--- src/rtl/pwm_pkg.sv ---
// Shared encodings for the PWM timer channel.
package pwm_pkg;
    // Output-mode field: source of the pin and action taken on a match.
    typedef enum logic [1:0] {
        OUT_PORT   = 2'b00,
        OUT_HOLD   = 2'b01,
        OUT_NONINV = 2'b10,
        OUT_INV    = 2'b11
    } out_mode_e;
endpackage

--- src/rtl/pwm_counter.sv ---
// Timer counter for the PWM channel.
// Single-slope: counts 0..MAX and wraps. Dual-slope: counts 0..MAX..0.
// Assumes tick is a one-clock enable; nothing moves without it.
module pwm_counter #(
    parameter int W = 8
) (
    input  logic         clk,
    input  logic         rst_n,
    input  logic         tick,
    input  logic         dual_slope,
    output logic [W-1:0] cnt,
    output logic         at_max,
    output logic         up_phase,
    output logic         ovf_o
);
    localparam logic [W-1:0] MAXV = '1;
    localparam logic [W-1:0] ONE  = W'(1);

    logic [W-1:0] cnt_q;
    logic         dir_up_q;
    logic         ovf_q;

    // Advance the count, track direction and raise the overflow pulse.
    always_ff @(posedge clk) begin
        if (!rst_n) begin
            cnt_q    <= '0;
            dir_up_q <= 1'b1;
            ovf_q    <= 1'b0;
        end else begin
            ovf_q <= 1'b0;
            if (tick) begin
                if (dual_slope) begin
                    ovf_q <= (cnt_q == '0);
                    if (cnt_q == MAXV) begin
                        cnt_q    <= MAXV - ONE;
                        dir_up_q <= 1'b0;
                    end else if (cnt_q == '0) begin
                        cnt_q    <= ONE;
                        dir_up_q <= 1'b1;
                    end else begin
                        cnt_q <= dir_up_q ? cnt_q + ONE : cnt_q - ONE;
                    end
                end else begin
                    ovf_q    <= (cnt_q == MAXV);
                    cnt_q    <= cnt_q + ONE;
                    dir_up_q <= 1'b1;
                end
            end
        end
    end

    // Expose the count and the slope the current count belongs to.
    always_comb begin
        cnt      = cnt_q;
        at_max   = (cnt_q == MAXV);
        up_phase = (cnt_q == '0) || (dir_up_q && (cnt_q != MAXV));
        ovf_o    = ovf_q;
    end

    a_r2_fast_wrap: assert property (@(posedge clk) disable iff (!rst_n)
        (tick && !dual_slope && cnt_q == MAXV) |=> (cnt_q == '0 && ovf_q));
    a_r6_pc_turn_top: assert property (@(posedge clk) disable iff (!rst_n)
        (tick && dual_slope && cnt_q == MAXV) |=> (cnt_q == MAXV - ONE && !up_phase));
    a_r6_pc_turn_bottom: assert property (@(posedge clk) disable iff (!rst_n)
        (tick && dual_slope && cnt_q == '0) |=> (cnt_q == ONE && up_phase && ovf_q));
    a_r11_idle_count: assert property (@(posedge clk) disable iff (!rst_n)
        !tick |=> ($stable(cnt_q) && !ovf_q));
endmodule

--- src/rtl/pwm_compare.sv ---
// Double-buffered compare register and match detector.
// Writes land in a buffer; the active value is refreshed on a tick at MAX.
module pwm_compare #(
    parameter int W = 8
) (
    input  logic         clk,
    input  logic         rst_n,
    input  logic         tick,
    input  logic         at_max,
    input  logic         wr,
    input  logic [W-1:0] wdata,
    input  logic [W-1:0] cnt,
    output logic         match
);
    logic [W-1:0] buf_q;
    logic [W-1:0] act_q;

    // Capture writes in the buffer and load the active value at MAX.
    always_ff @(posedge clk) begin
        if (!rst_n) begin
            buf_q <= '0;
            act_q <= '0;
        end else begin
            if (wr)
                buf_q <= wdata;
            if (tick && at_max)
                act_q <= buf_q;
        end
    end

    // Compare the running count against the active value.
    always_comb match = (cnt == act_q);

    a_r9_load_at_max: assert property (@(posedge clk) disable iff (!rst_n)
        !(tick && at_max) |=> $stable(act_q));
endmodule

--- src/rtl/pwm_wavegen.sv ---
// Waveform state and pin-source selection.
// The output mode is used unbuffered: it picks the match action on the next
// tick and the pin source in the same cycle.
module pwm_wavegen
    import pwm_pkg::*;
(
    input  logic      clk,
    input  logic      rst_n,
    input  logic      tick,
    input  logic      dual_slope,
    input  logic      at_max,
    input  logic      up_phase,
    input  logic      match,
    input  out_mode_e mode,
    input  logic      port_val,
    output logic      pin
);
    logic oc_q;
    logic inv;

    always_comb inv = (mode == OUT_INV);

    // Update the waveform state on ticks when a driving mode is selected.
    always_ff @(posedge clk) begin
        if (!rst_n) begin
            oc_q <= 1'b0;
        end else if (tick && (mode == OUT_NONINV || mode == OUT_INV)) begin
            if (!dual_slope) begin
                if (at_max)
                    oc_q <= ~inv;
                else if (match)
                    oc_q <= inv;
            end else if (match) begin
                oc_q <= up_phase ? inv : ~inv;
            end
        end
    end

    // Route either the port value or the waveform state to the pin.
    always_comb pin = (mode == OUT_PORT) ? port_val : oc_q;

    a_r4_fast_max_set: assert property (@(posedge clk) disable iff (!rst_n)
        (tick && !dual_slope && at_max && mode == OUT_NONINV) |=> oc_q);
    a_r5_fast_max_inv: assert property (@(posedge clk) disable iff (!rst_n)
        (tick && !dual_slope && at_max && mode == OUT_INV) |=> !oc_q);
    a_r7_pc_bottom_clear: assert property (@(posedge clk) disable iff (!rst_n)
        (tick && dual_slope && match && up_phase && mode == OUT_NONINV) |=> !oc_q);
    a_r8_pc_down_set: assert property (@(posedge clk) disable iff (!rst_n)
        (tick && dual_slope && match && !up_phase && mode == OUT_NONINV) |=> oc_q);
    a_r10_hold_state: assert property (@(posedge clk) disable iff (!rst_n)
        (mode == OUT_PORT || mode == OUT_HOLD) |=> $stable(oc_q));
    a_r10_hold_to_pin: assert property (@(posedge clk) disable iff (!rst_n)
        (mode == OUT_HOLD) |-> (pin == oc_q));
endmodule

--- src/rtl/pwm_channel.sv ---
// PWM timer channel top: counter, buffered compare and waveform generator.
// Assumes tick_en comes from an external prescaler, one clock wide.
module pwm_channel
    import pwm_pkg::*;
#(
    parameter int CNT_W = 8
) (
    input  logic             clk,
    input  logic             rst_n,
    input  logic             tick_en,
    input  logic             ramp_sel,
    input  logic [1:0]       out_mode,
    input  logic             cmp_wr,
    input  logic [CNT_W-1:0] cmp_wdata,
    input  logic             port_val,
    output logic             pwm_pin,
    output logic             ovf
);
    logic [CNT_W-1:0] cnt;
    logic             at_max;
    logic             up_phase;
    logic             match;
    out_mode_e        mode;

    // Cast the raw mode field to its enumerated form.
    always_comb mode = out_mode_e'(out_mode);

    pwm_counter #(.W(CNT_W)) u_cnt (
        .clk(clk), .rst_n(rst_n), .tick(tick_en), .dual_slope(ramp_sel),
        .cnt(cnt), .at_max(at_max), .up_phase(up_phase), .ovf_o(ovf)
    );

    pwm_compare #(.W(CNT_W)) u_cmp (
        .clk(clk), .rst_n(rst_n), .tick(tick_en), .at_max(at_max),
        .wr(cmp_wr), .wdata(cmp_wdata), .cnt(cnt), .match(match)
    );

    pwm_wavegen u_wave (
        .clk(clk), .rst_n(rst_n), .tick(tick_en), .dual_slope(ramp_sel),
        .at_max(at_max), .up_phase(up_phase), .match(match), .mode(mode),
        .port_val(port_val), .pin(pwm_pin)
    );

    a_r1_quiet_reset: assert property (@(posedge clk)
        !rst_n |=> (!ovf && cnt == '0));
endmodule

--- config.mk ---
export PLATFORM = sky130hd
export DESIGN_NAME = pwm_channel
export DESIGN_NICKNAME = d
export VERILOG_FILES = /design/src/rtl/pwm_pkg.sv /design/src/rtl/pwm_counter.sv /design/src/rtl/pwm_compare.sv /design/src/rtl/pwm_wavegen.sv /design/src/rtl/pwm_channel.sv
export SDC_FILE = /design/constraint.sdc
export NUM_CORES = 1
export LEC_CHECK = 0
export BUFFER_PORTS_ARGS = -buffer_cell sky130_fd_sc_hd__buf_2
export CAP_MARGIN = 20
export CORE_MARGIN = 10
export CORE_UTILIZATION = 57
export DETAILED_ROUTE_END_ITERATION = 10
export PLACE_DENSITY_LB_ADDON = 0.3
export SKIP_CTS_REPAIR_TIMING = 1
export SLEW_MARGIN = 20
export SYNTH_ARGS = -nofsm -noshare
export SYNTH_HDL_FRONTEND = slang
export SYNTH_SLANG_ARGS = --single-unit
--- constraint.sdc ---
create_clock -name clk -period 2.8 [get_ports clk]
set_input_delay 0.28 -clock clk [delete_from_list [all_inputs] [get_ports clk]]
set_output_delay 0.28 -clock clk [all_outputs]
set_load 0.05 [all_outputs]
==> results.json, run 1 <==
{
  "status": "completed",
  "placed_area_mm2": 0.00163,
  "synth_edf_count": 0,
  "routed_wirelength_um": 3630,
  "root_buffer": "clkbuf_4",
  "fin_area_mm2": 0.00165,
  "synth_top_family_by_area": "simple AND/OR/NAND/NOR gates",
  "fin_cells": 218,
  "timing.rr.start": "u_cnt.cnt[0]",
  "start_kind": "flop",
  "syn_area_mm2": 0.00157,
  "path_clk_slew_ns": 0.15,
  "dp_slack_ns": 0.690,
  "ys.flop_type": "dfxtp_1",
  "clockPowerShare_pct": 23.2,
  "wl_per_cell_um": 16.7,
  "clock.fmax_ghz": 0.461,
  "seq_power_share_pct": 58.9,
  "combPwrFrac_pct": 17.9,
  "synth_area_per_cell_um2": 8.68,
  "initial_utilization_pct": 61.8,
  "cp_max_fo": 9,
  "drive_gt1_share_pct": 16.0,
  "synth-compound-area-share_pct": 18.5,
  "finalClockSkew_ns": 0.0119,
  "grt_pass1_vias": 1405,
  "critPathRequiredTime_ns": 3.08,
  "netSwitchingFraction_pct": 30.0,
  "ff2ff_setup_slack_ns": 0.63,
  "holdPathStages": 3,
  "relSlewSlack_pct": 57.8,
  "p_leak_nw": 0.748,
  "placedCellCount": 214,
  "worstReg2RegEnd": "u_wave.oc_q",
  "grt_overflow_total": 0,
  "via_count": 1371,
  "nFillCells": 212,
  "die_w_um": 72.5,
  "critical_path_class": "flop to flop",
  "syn_inst": 181,
  "critPathArrivalTime_ns": 2.45,
  "die_h_um": 72.5,
  "synth_nets": 200,
  "drtPass1Iterations": 5,
  "dpl.hpwl_um": 2670,
  "drt_drc_violations_left": 0,
  "hold_viol": 0,
  "slew_violations": 0,
  "crit_path_end_kind": "flop",
  "grtUsageTotal_pct": 14.4,
  "grt_max_degree": 22,
  "r2r_cells": 7,
  "numClockSinks": 27,
  "coreArea_mm2": 0.00254,
  "crit_family": "simple AND/OR/NAND/NOR gates",
  "antenna_found_initial": 0,
  "antenna_cells": 0,
  "critPathBufInv": 1,
  "cts_max_level": 1,
  "fin_crit_ns": 2.17,
  "intPower_uw": 510,
  "power_density_mw_per_mm2": 440,
  "cts_buffer_depth": 2,
  "cts_tree": "built",
  "drv_cap": 0,
  "multi_input_comb_area_um2": 937,
  "timing.setup.tns_ns": 0,
  "place_congestion": 0.924,
  "synthSimpleGateAreaFrac_pct": 22.1,
  "fin_crit_sh_pct": 77.4,
  "p_switching_uw": 218,
  "ys_seq_area_share_pct": 34.4,
  "synth_fa_ha_area_share_pct": 2.39,
  "rsz0062_at_grt": "no",
  "rows": 18,
  "vdd_drop_max_mv": 0.361,
  "cpMaxStageDelayCell": "dfxtp_1",
  "regArea_um2": 541,
  "area_delta_synth_final_pct": 5.26,
  "fp.dieArea_mm2": 0.00526,
  "synth_xor_area_share_pct": 5.02,
  "place.port_buffers": 17,
  "tightest_slew_ns": 0.632,
  "final_nets": 208,
  "async_flop_share_pct": 0,
  "worstHoldEndpoint": "u_cmp.buf_q[1]",
  "hold_start": "cmp_wdata[1]",
  "grt_pass1_wl_um": 6390,
  "cts_made_buffers": 3,
  "ios": 18,
  "crit_chain": "inv_1 -> ha_1 -> nor4b_2 -> and3_4 -> or3_1 -> a2111o_1 -> nand2_1",
  "setup_violations": 0,
  "synth.mux.area_fraction_pct": 11.6,
  "insertion_delay_ns": 0.33,
  "ys_types": 50,
  "setup_ws_ns": 0.633,
  "ys_ff_latch": 27,
  "max_stage_delay_ns": 0.52,
  "synth_warnings": 0,
  "routed_via_density": 6.29,
  "postRouteAntennaNets": 0,
  "hp-class": "primary input to flop",
  "drt_iter0_drc": 141
}
[power by group through the flow]
stage | combinational [mW] | sequential [mW] | clock (mW)
2_1_floorplan | 0.115 | 0.417 | 0
5_1_grt | 0.145 | 0.432 | 0.187
4_1_cts | 0.129 | 0.428 | 0.173
3_5_place_dp | 0.129 | 0.436 | 0
3_3_place_gp | 0.123 | 0.434 | 0
6_report | 0.131 | 0.428 | 0.169
[worst min-delay path: stages]
cell	delay, ns
buf_2	0.07
mux2i_1	0.05
nor2_1	0.07
[synth_stat cells, drive strengths merged, types with 4 or more instances]
master / number / area, um^2
a31oi: 4 / 31.3
buf: 8 / 48.8
inv: 5 / 18.8
nand2: 7 / 26.3
a21oi: 8 / 40.0
o21ai: 13 / 68.8
nand3: 7 / 47.6
dfxtp: 27 / 541
clkbuf: 7 / 26.3
mux2i: 16 / 160
nor2: 20 / 75.1
and3: 4 / 30.0
nand4: 4 / 25.0
xor2: 8 / 70.1
nor3: 6 / 35.0
[cell families after synthesis]
| family | after synthesis |
|---|---|
| simple gates | 62 |
| compound gates | 42 |
| flops | 27 |
| buf+inv | 20 |
| mux | 18 |
| xor+xnor | 9 |
| fa+ha+maj | 3 |
[state kept, by name, indices dropped and copies added, names as in the netlist]
register        count
u_cmp.act_q         8
u_cnt.ovf_o         1
u_cnt.cnt           8
u_cnt.dir_up_q      1
u_cmp.buf_q         8
u_wave.oc_q         1
[cell type report]
cell class | instances | area share (%)
multi-input cells | 134 | 56.7
inverters | 5 | 1.13
well taps | 30 | 2.27
clock inverters | 1 | 0.303
clock buffers | 3 | 1.36
repair buffers | 18 | 5.60
flip-flops and latches | 27 | 32.7
[metrics by stage]
stage / utilization [%] / hold WS [ns] / total power, mW
floorplan: - / 0.427 / 0.531
global placement: 63.9 / 0.470 / 0.558
detailed placement: 63.9 / 0.485 / 0.565
CTS: 65.0 / 0.168 / 0.730
global route: 65.0 / 0.193 / 0.764
finish: 65.0 / 0.168 / 0.728
[routing by layer]
metal	up-vias	share of wire (%)	track usage, %
met1	632	42	18.4
met3	6	7.6	2.45
met4	0	0.94	5.49
li1	673	-	-
met2	60	49	23.4
met5	-	0	0
[cells in the final DEF, fill, tap and decap left out, drive strengths merged, types with 5 or more instances in the layout]
cell type and n:
nand3 7, a21oi 8, nand2 7, buf 18, xor2 8, inv 5, o21ai 13, mux2i 16
nor3 6, nor2 20, dfxtp 27
[how the worst max path moves through the flow]
stage | slack (ns) | cells after the start | to | from
6_report | 0.63 | 7 | u_wave.oc_q | u_cnt.cnt[0]
5_1_grt | 0.51 | 7 | u_wave.oc_q | u_cnt.cnt[0]
4_1_cts | 0.65 | 7 | u_wave.oc_q | u_cnt.cnt[0]
3_5_place_dp | 0.69 | 7 | u_wave.oc_q | u_cnt.cnt[0]
3_3_place_gp | 0.77 | 7 | u_wave.oc_q | u_cnt.cnt[0]
2_1_floorplan | 0.76 | 8 | u_wave.oc_q | u_cnt.cnt[0]
Note: power is estimated with default switching activity, not from simulation.
==> inputs of run 2 (changes only) <==
--- a/config.mk
+++ b/config.mk
@@ -8,7 +8,7 @@
 export BUFFER_PORTS_ARGS = -buffer_cell sky130_fd_sc_hd__buf_2
 export CAP_MARGIN = 20
 export CORE_MARGIN = 10
-export CORE_UTILIZATION = 57
+export CORE_UTILIZATION = 52
 export DETAILED_ROUTE_END_ITERATION = 10
 export PLACE_DENSITY_LB_ADDON = 0.3
 export SKIP_CTS_REPAIR_TIMING = 1
==> constraint.sdc (replaced) <==
create_clock -name clk -period 1.75 [get_ports clk]
set_input_delay 0.175 -clock clk [delete_from_list [all_inputs] [get_ports clk]]
set_output_delay 0.175 -clock clk [all_outputs]
set_load 0.05 [all_outputs]
==> results.json, run 2 (synthesis results as in run 1) <==
{
  "r2r_cells": 7,
  "grt_pass1_vias": 1391,
  "fin_crit_ns": 1.77,
  "routed_wirelength_um": 4230,
  "status": "complete, but fails checks",
  "critPathBufInv": 1,
  "grt_overflow_total": 0,
  "p_leak_nw": 0.869,
  "fp.dieArea_mm2": 0.00562,
  "drtPass1Iterations": 4,
  "cts_made_buffers": 3,
  "cp_max_fo": 4,
  "start_kind": "flop",
  "total_power_mw": 1.26,
  "place.port_buffers": 17,
  "endpoint": "u_cnt.cnt[7]",
  "cpMaxStageDelayCell": "or4b_4",
  "relSlewSlack_pct": 70.0,
  "crit_start": "u_cnt.cnt[0]",
  "grt_pass1_wl_um": 6470,
  "die_w_um": 75.0,
  "routed_via_density": 6.09,
  "critPathRequiredTime_ns": 1.99,
  "clock.fmax_ghz": 0.565,
  "dp_slack_ns": -0.0168,
  "fin_crit_sh_pct": 101,
  "critPathArrivalTime_ns": 2.01,
  "fin_hold_ws_ns": 0.0751,
  "crit_family": "simple AND/OR/NAND/NOR gates",
  "vdd_drop_max_mv": 0.747,
  "crit_path_end_kind": "flop",
  "path_clk_slew_ns": 0.15,
  "max_stage_delay_ns": 0.48,
  "place_congestion": 0.950,
  "grt_max_degree": 17,
  "timing.rr.start": "u_cnt.cnt[0]",
  "setup_violations": 1,
  "critical_path_class": "flop to flop",
  "dpl.hpwl_um": 3020,
  "rows": 19,
  "postRouteAntennaNets": 0,
  "crit_cells": 7,
  "final_common_cell": "buf_4",
  "cts_tree": "built",
  "cts_max_level": 1,
  "cts_buffer_depth": 2,
  "antenna_cells": 0,
  "final_nets": 231,
  "hold_viol": 0,
  "antenna_found_initial": 0,
  "worstReg2RegEnd": "u_cnt.cnt[7]",
  "drt_drc_violations_left": 0,
  "grtUsageTotal_pct": 14.6,
  "finalClockSkew_ns": 0.00617,
  "slew_violations": 0,
  "initial_utilization_pct": 55.6,
  "violations": "setup timing",
  "hp-class": "primary input to flop",
  "drv_cap": 0,
  "drive_gt1_share_pct": 34.1,
  "coreArea_mm2": 0.00283,
  "area_delta_synth_final_pct": 24.3,
  "root_buffer": "clkbuf_4",
  "tightest_slew_ns": 0.450,
  "final_cell_mix": "buf_4, dfxtp_1, nor2_1",
  "die_h_um": 75.0,
  "wl_per_cell_um": 17.5,
  "drt_iter0_drc": 245,
  "via_count": 1474,
  "fin_util_pct": 69.0,
  "power_density_mw_per_mm2": 644,
  "ff2ff_setup_slack_ns": -0.02,
  "holdPathStages": 3,
  "crit_chain": "inv_4 -> ha_4 -> or4b_4 -> o21ai_4 -> o32ai_2 -> nor4b_4 -> a31o_1",
  "rsz0062_at_grt": "yes",
  "insertion_delay_ns": 0.32,
  "setup_ws_ns": -0.0206,
  "numClockSinks": 27,
  "ios": 18
}
-- run 2: changes by cell type in the layout (fill, tap and decap cells not counted), moves of 2 or more --
cell and delta:
and3_1 -2, and3_4 +2, buf_4 +22, dfxtp_1 -6, dfxtp_2 +4, dfxtp_4 +2
ha_1 -2, ha_4 +2, inv_1 -2, inv_4 +2, nor4b_4 +2
-- run 2: how the worst min path moves through the flow --
stage / from / endpoint
global placement: cmp_wdata[7] / u_cmp.buf_q[7]
global route: cmp_wdata[2] / u_cmp.buf_q[2]
floorplan: cmp_wdata[0] / u_cmp.buf_q[0]
finish: cmp_wdata[1] / u_cmp.buf_q[1]
detailed placement: cmp_wdata[4] / u_cmp.buf_q[4]
CTS: cmp_wdata[1] / u_cmp.buf_q[1]
-- run 2: worst reg2reg max path, stage by stage, from the launching register on --
cell     delay (ns)
dfxtp_4        0.40
inv_4          0.07
ha_4           0.12
or4b_4         0.48
o21ai_4        0.20
o32ai_2        0.09
nor4b_4        0.14
a31o_1         0.19
-- run 2: where the power goes --
group | total, mW | internal, mW | leakage, nW | switching [mW]
logic | 0.305 | 0.143 | 0.632 | 0.162
registers | 0.674 | 0.640 | 0.223 | 0.0340
clock network | 0.278 | 0.0873 | 0.0139 | 0.191
-- run 2: layout make-up --
cell class,instances,area (um^2)
multi-input cells,134,1040
fillers,221,876
flip-flops and latches,27,553
repair buffers,41,269
well taps,31,38.8
inverters,5,23.8
clock buffers,3,22.5
clock inverters,1,7.51
-- run 2: per-stage QoR --
stage | cells | TNS, ns | instance area, um^2
2_1_floorplan | 181 | 0 | 1620
3_3_place_gp | 234 | 0 | 1800
3_5_place_dp | 234 | -0.0168 | 1800
4_1_cts | 238 | -0.0648 | 1830
5_1_grt | 242 | -0.209 | 1950
6_report | 242 | -0.0206 | 1950
-- run 2: routing by layer --
layer / global-route usage [%] / up-vias / wire, um
li1: - / 725 / -
met3: 3.68 / 6 / 267
met5: 0 / - / 0
met4: 6.51 / 0 / 59
met1: 17.8 / 680 / 1830
met2: 23.6 / 63 / 2070
==> inputs of run 3 (changes only) <==
--- a/config.mk
+++ b/config.mk
@@ -7,7 +7,7 @@
 export LEC_CHECK = 0
 export BUFFER_PORTS_ARGS = -buffer_cell sky130_fd_sc_hd__buf_2
 export CAP_MARGIN = 20
-export CORE_MARGIN = 10
+export CORE_MARGIN = 8
 export CORE_UTILIZATION = 52
 export DETAILED_ROUTE_END_ITERATION = 10
 export PLACE_DENSITY_LB_ADDON = 0.3
==> constraint.sdc (replaced) <==
create_clock -name clk -period 1.75 [get_ports clk]
set_input_delay 0.35 -clock clk [delete_from_list [all_inputs] [get_ports clk]]
set_output_delay 0.35 -clock clk [all_outputs]
set_load 0.05 [all_outputs]
==> results.json, run 3 (synthesis results as in run 1) <==
{
  "critPathBufInv": 1,
  "cts_made_buffers": 3,
  "drv_cap": 0,
  "status": "complete, but fails checks",
  "wl_per_cell_um": 16.1,
  "critical_path_class": "flop to flop",
  "fp.dieArea_mm2": 0.00504,
  "place_congestion": 0.978,
  "total_power_mw": 1.23,
  "grt_max_degree": 18,
  "rows": 20,
  "root_buffer": "clkbuf_4",
  "critPathRequiredTime_ns": 1.98,
  "fin_hold_ws_ns": 0.256,
  "slew_violations": 0,
  "die_h_um": 71.0,
  "vdd_drop_max_mv": 0.437,
  "fin_crit_ns": 1.79,
  "final_cell_mix": "buf_4, dfxtp_1, nor2_1",
  "antenna_cells": 0,
  "rsz0062_at_grt": "yes",
  "setup_ws_ns": -0.0447,
  "finalClockSkew_ns": 0.00281,
  "placedCellCount": 238,
  "die_w_um": 71.0,
  "violations": "setup timing",
  "routed_wirelength_um": 3930,
  "insertion_delay_ns": 0.32,
  "critPathArrivalTime_ns": 2.03,
  "grtUsageTotal_pct": 16.1,
  "cpMaxStageDelayCell": "or4b_4",
  "initial_utilization_pct": 53.2,
  "fin_cells": 244,
  "drive_gt1_share_pct": 30.3,
  "cts_buffer_depth": 2,
  "crit_path_end_kind": "flop",
  "antenna_found_initial": 0,
  "cts_tree": "built",
  "hp-class": "primary input to flop",
  "clock.fmax_ghz": 0.557,
  "cts_max_level": 1,
  "grt_overflow_total": 0,
  "crit_chain": "inv_4 -> ha_4 -> or4b_4 -> o21ai_4 -> o32ai_2 -> nor4b_2 -> a31o_1",
  "cp_max_fo": 5,
  "max_stage_delay_ns": 0.48,
  "p_leak_nw": 0.875,
  "fin_crit_sh_pct": 103,
  "drt_drc_violations_left": 0,
  "routed_via_density": 6.05,
  "final_nets": 231,
  "setup_violations": 1,
  "tightest_slew_ns": 0.360,
  "place.port_buffers": 17,
  "drt_iter0_drc": 134,
  "postRouteAntennaNets": 0,
  "final_common_cell": "buf_4",
  "drtPass1Iterations": 4,
  "ios": 18,
  "crit_family": "simple AND/OR/NAND/NOR gates",
  "path_clk_slew_ns": 0.14,
  "via_count": 1476,
  "grt_pass1_wl_um": 6690,
  "area_delta_synth_final_pct": 22.1,
  "start_kind": "flop",
  "grt_pass1_vias": 1495,
  "numClockSinks": 27,
  "hold_viol": 0,
  "coreArea_mm2": 0.00295,
  "power_density_mw_per_mm2": 642,
  "relSlewSlack_pct": 75.8,
  "dpl.hpwl_um": 3080
}
-- run 3: cell count changes in the layout (fill, tap and decap cells not counted), sizes merged --
| cell | change |
|---|---|
| clkbuf | +1 |
| clkinvlp | -1 |
-- run 3: metrics by stage --
stage	worst slack [ns]	util [%]	setup TNS, ns	cell area [um^2]
2_1_floorplan	0.00185	-	0	1620
3_5_place_dp	-0.0138	61.5	-0.0138	1820
6_report	-0.0447	65.0	-0.0447	1920
5_1_grt	-0.101	65.0	-0.251	1920
4_1_cts	-0.0251	62.4	-0.0795	1840
3_3_place_gp	-0.00431	61.5	-0.00431	1820
-- run 3: area by class of cell --
cell class              count  area [um^2]
clock buffers               4         26.3
inverters                   5         23.8
multi-input cells         134         1010
flip-flops and latches     27          552
repair buffers             41          265
fillers                   257         1030
well taps                  33         41.3
-- run 3: worst min-delay path, stage by stage --
cell	delay, ns
buf_2	0.07
mux2i_1	0.05
nor2_1	0.07
-- run 3: report_power, final --
part	internal, mW	switching (mW)
combinational	0.139	0.156
sequential	0.640	0.0338
clock	0.0893	0.175
total	0.868	0.364
-- run 3: worst paths after layout --
path | cells past startpoint | slack, ns | endpoint | startpoint
hold / removal | 3 | 0.26 | u_cmp.buf_q[4] | cmp_wdata[4]
setup reg to reg | 7 | -0.04 | u_cnt.cnt[7] | u_cnt.cnt[0]
setup / recovery | 7 | -0.04 | u_cnt.cnt[7] | u_cnt.cnt[0]
hold reg to reg | 2 | 0.50 | u_wave.oc_q | u_wave.oc_q
-- run 3: metal layers --
metal	wire length [um]	track usage [%]	up-vias	part of all wire, %
met2	1890	27.7	66	48
met1	1730	19.2	678	44
met5	0	0	-	0
li1	-	-	723	-
met3	222	1.98	9	5.7
met4	83	7.85	0	2.1
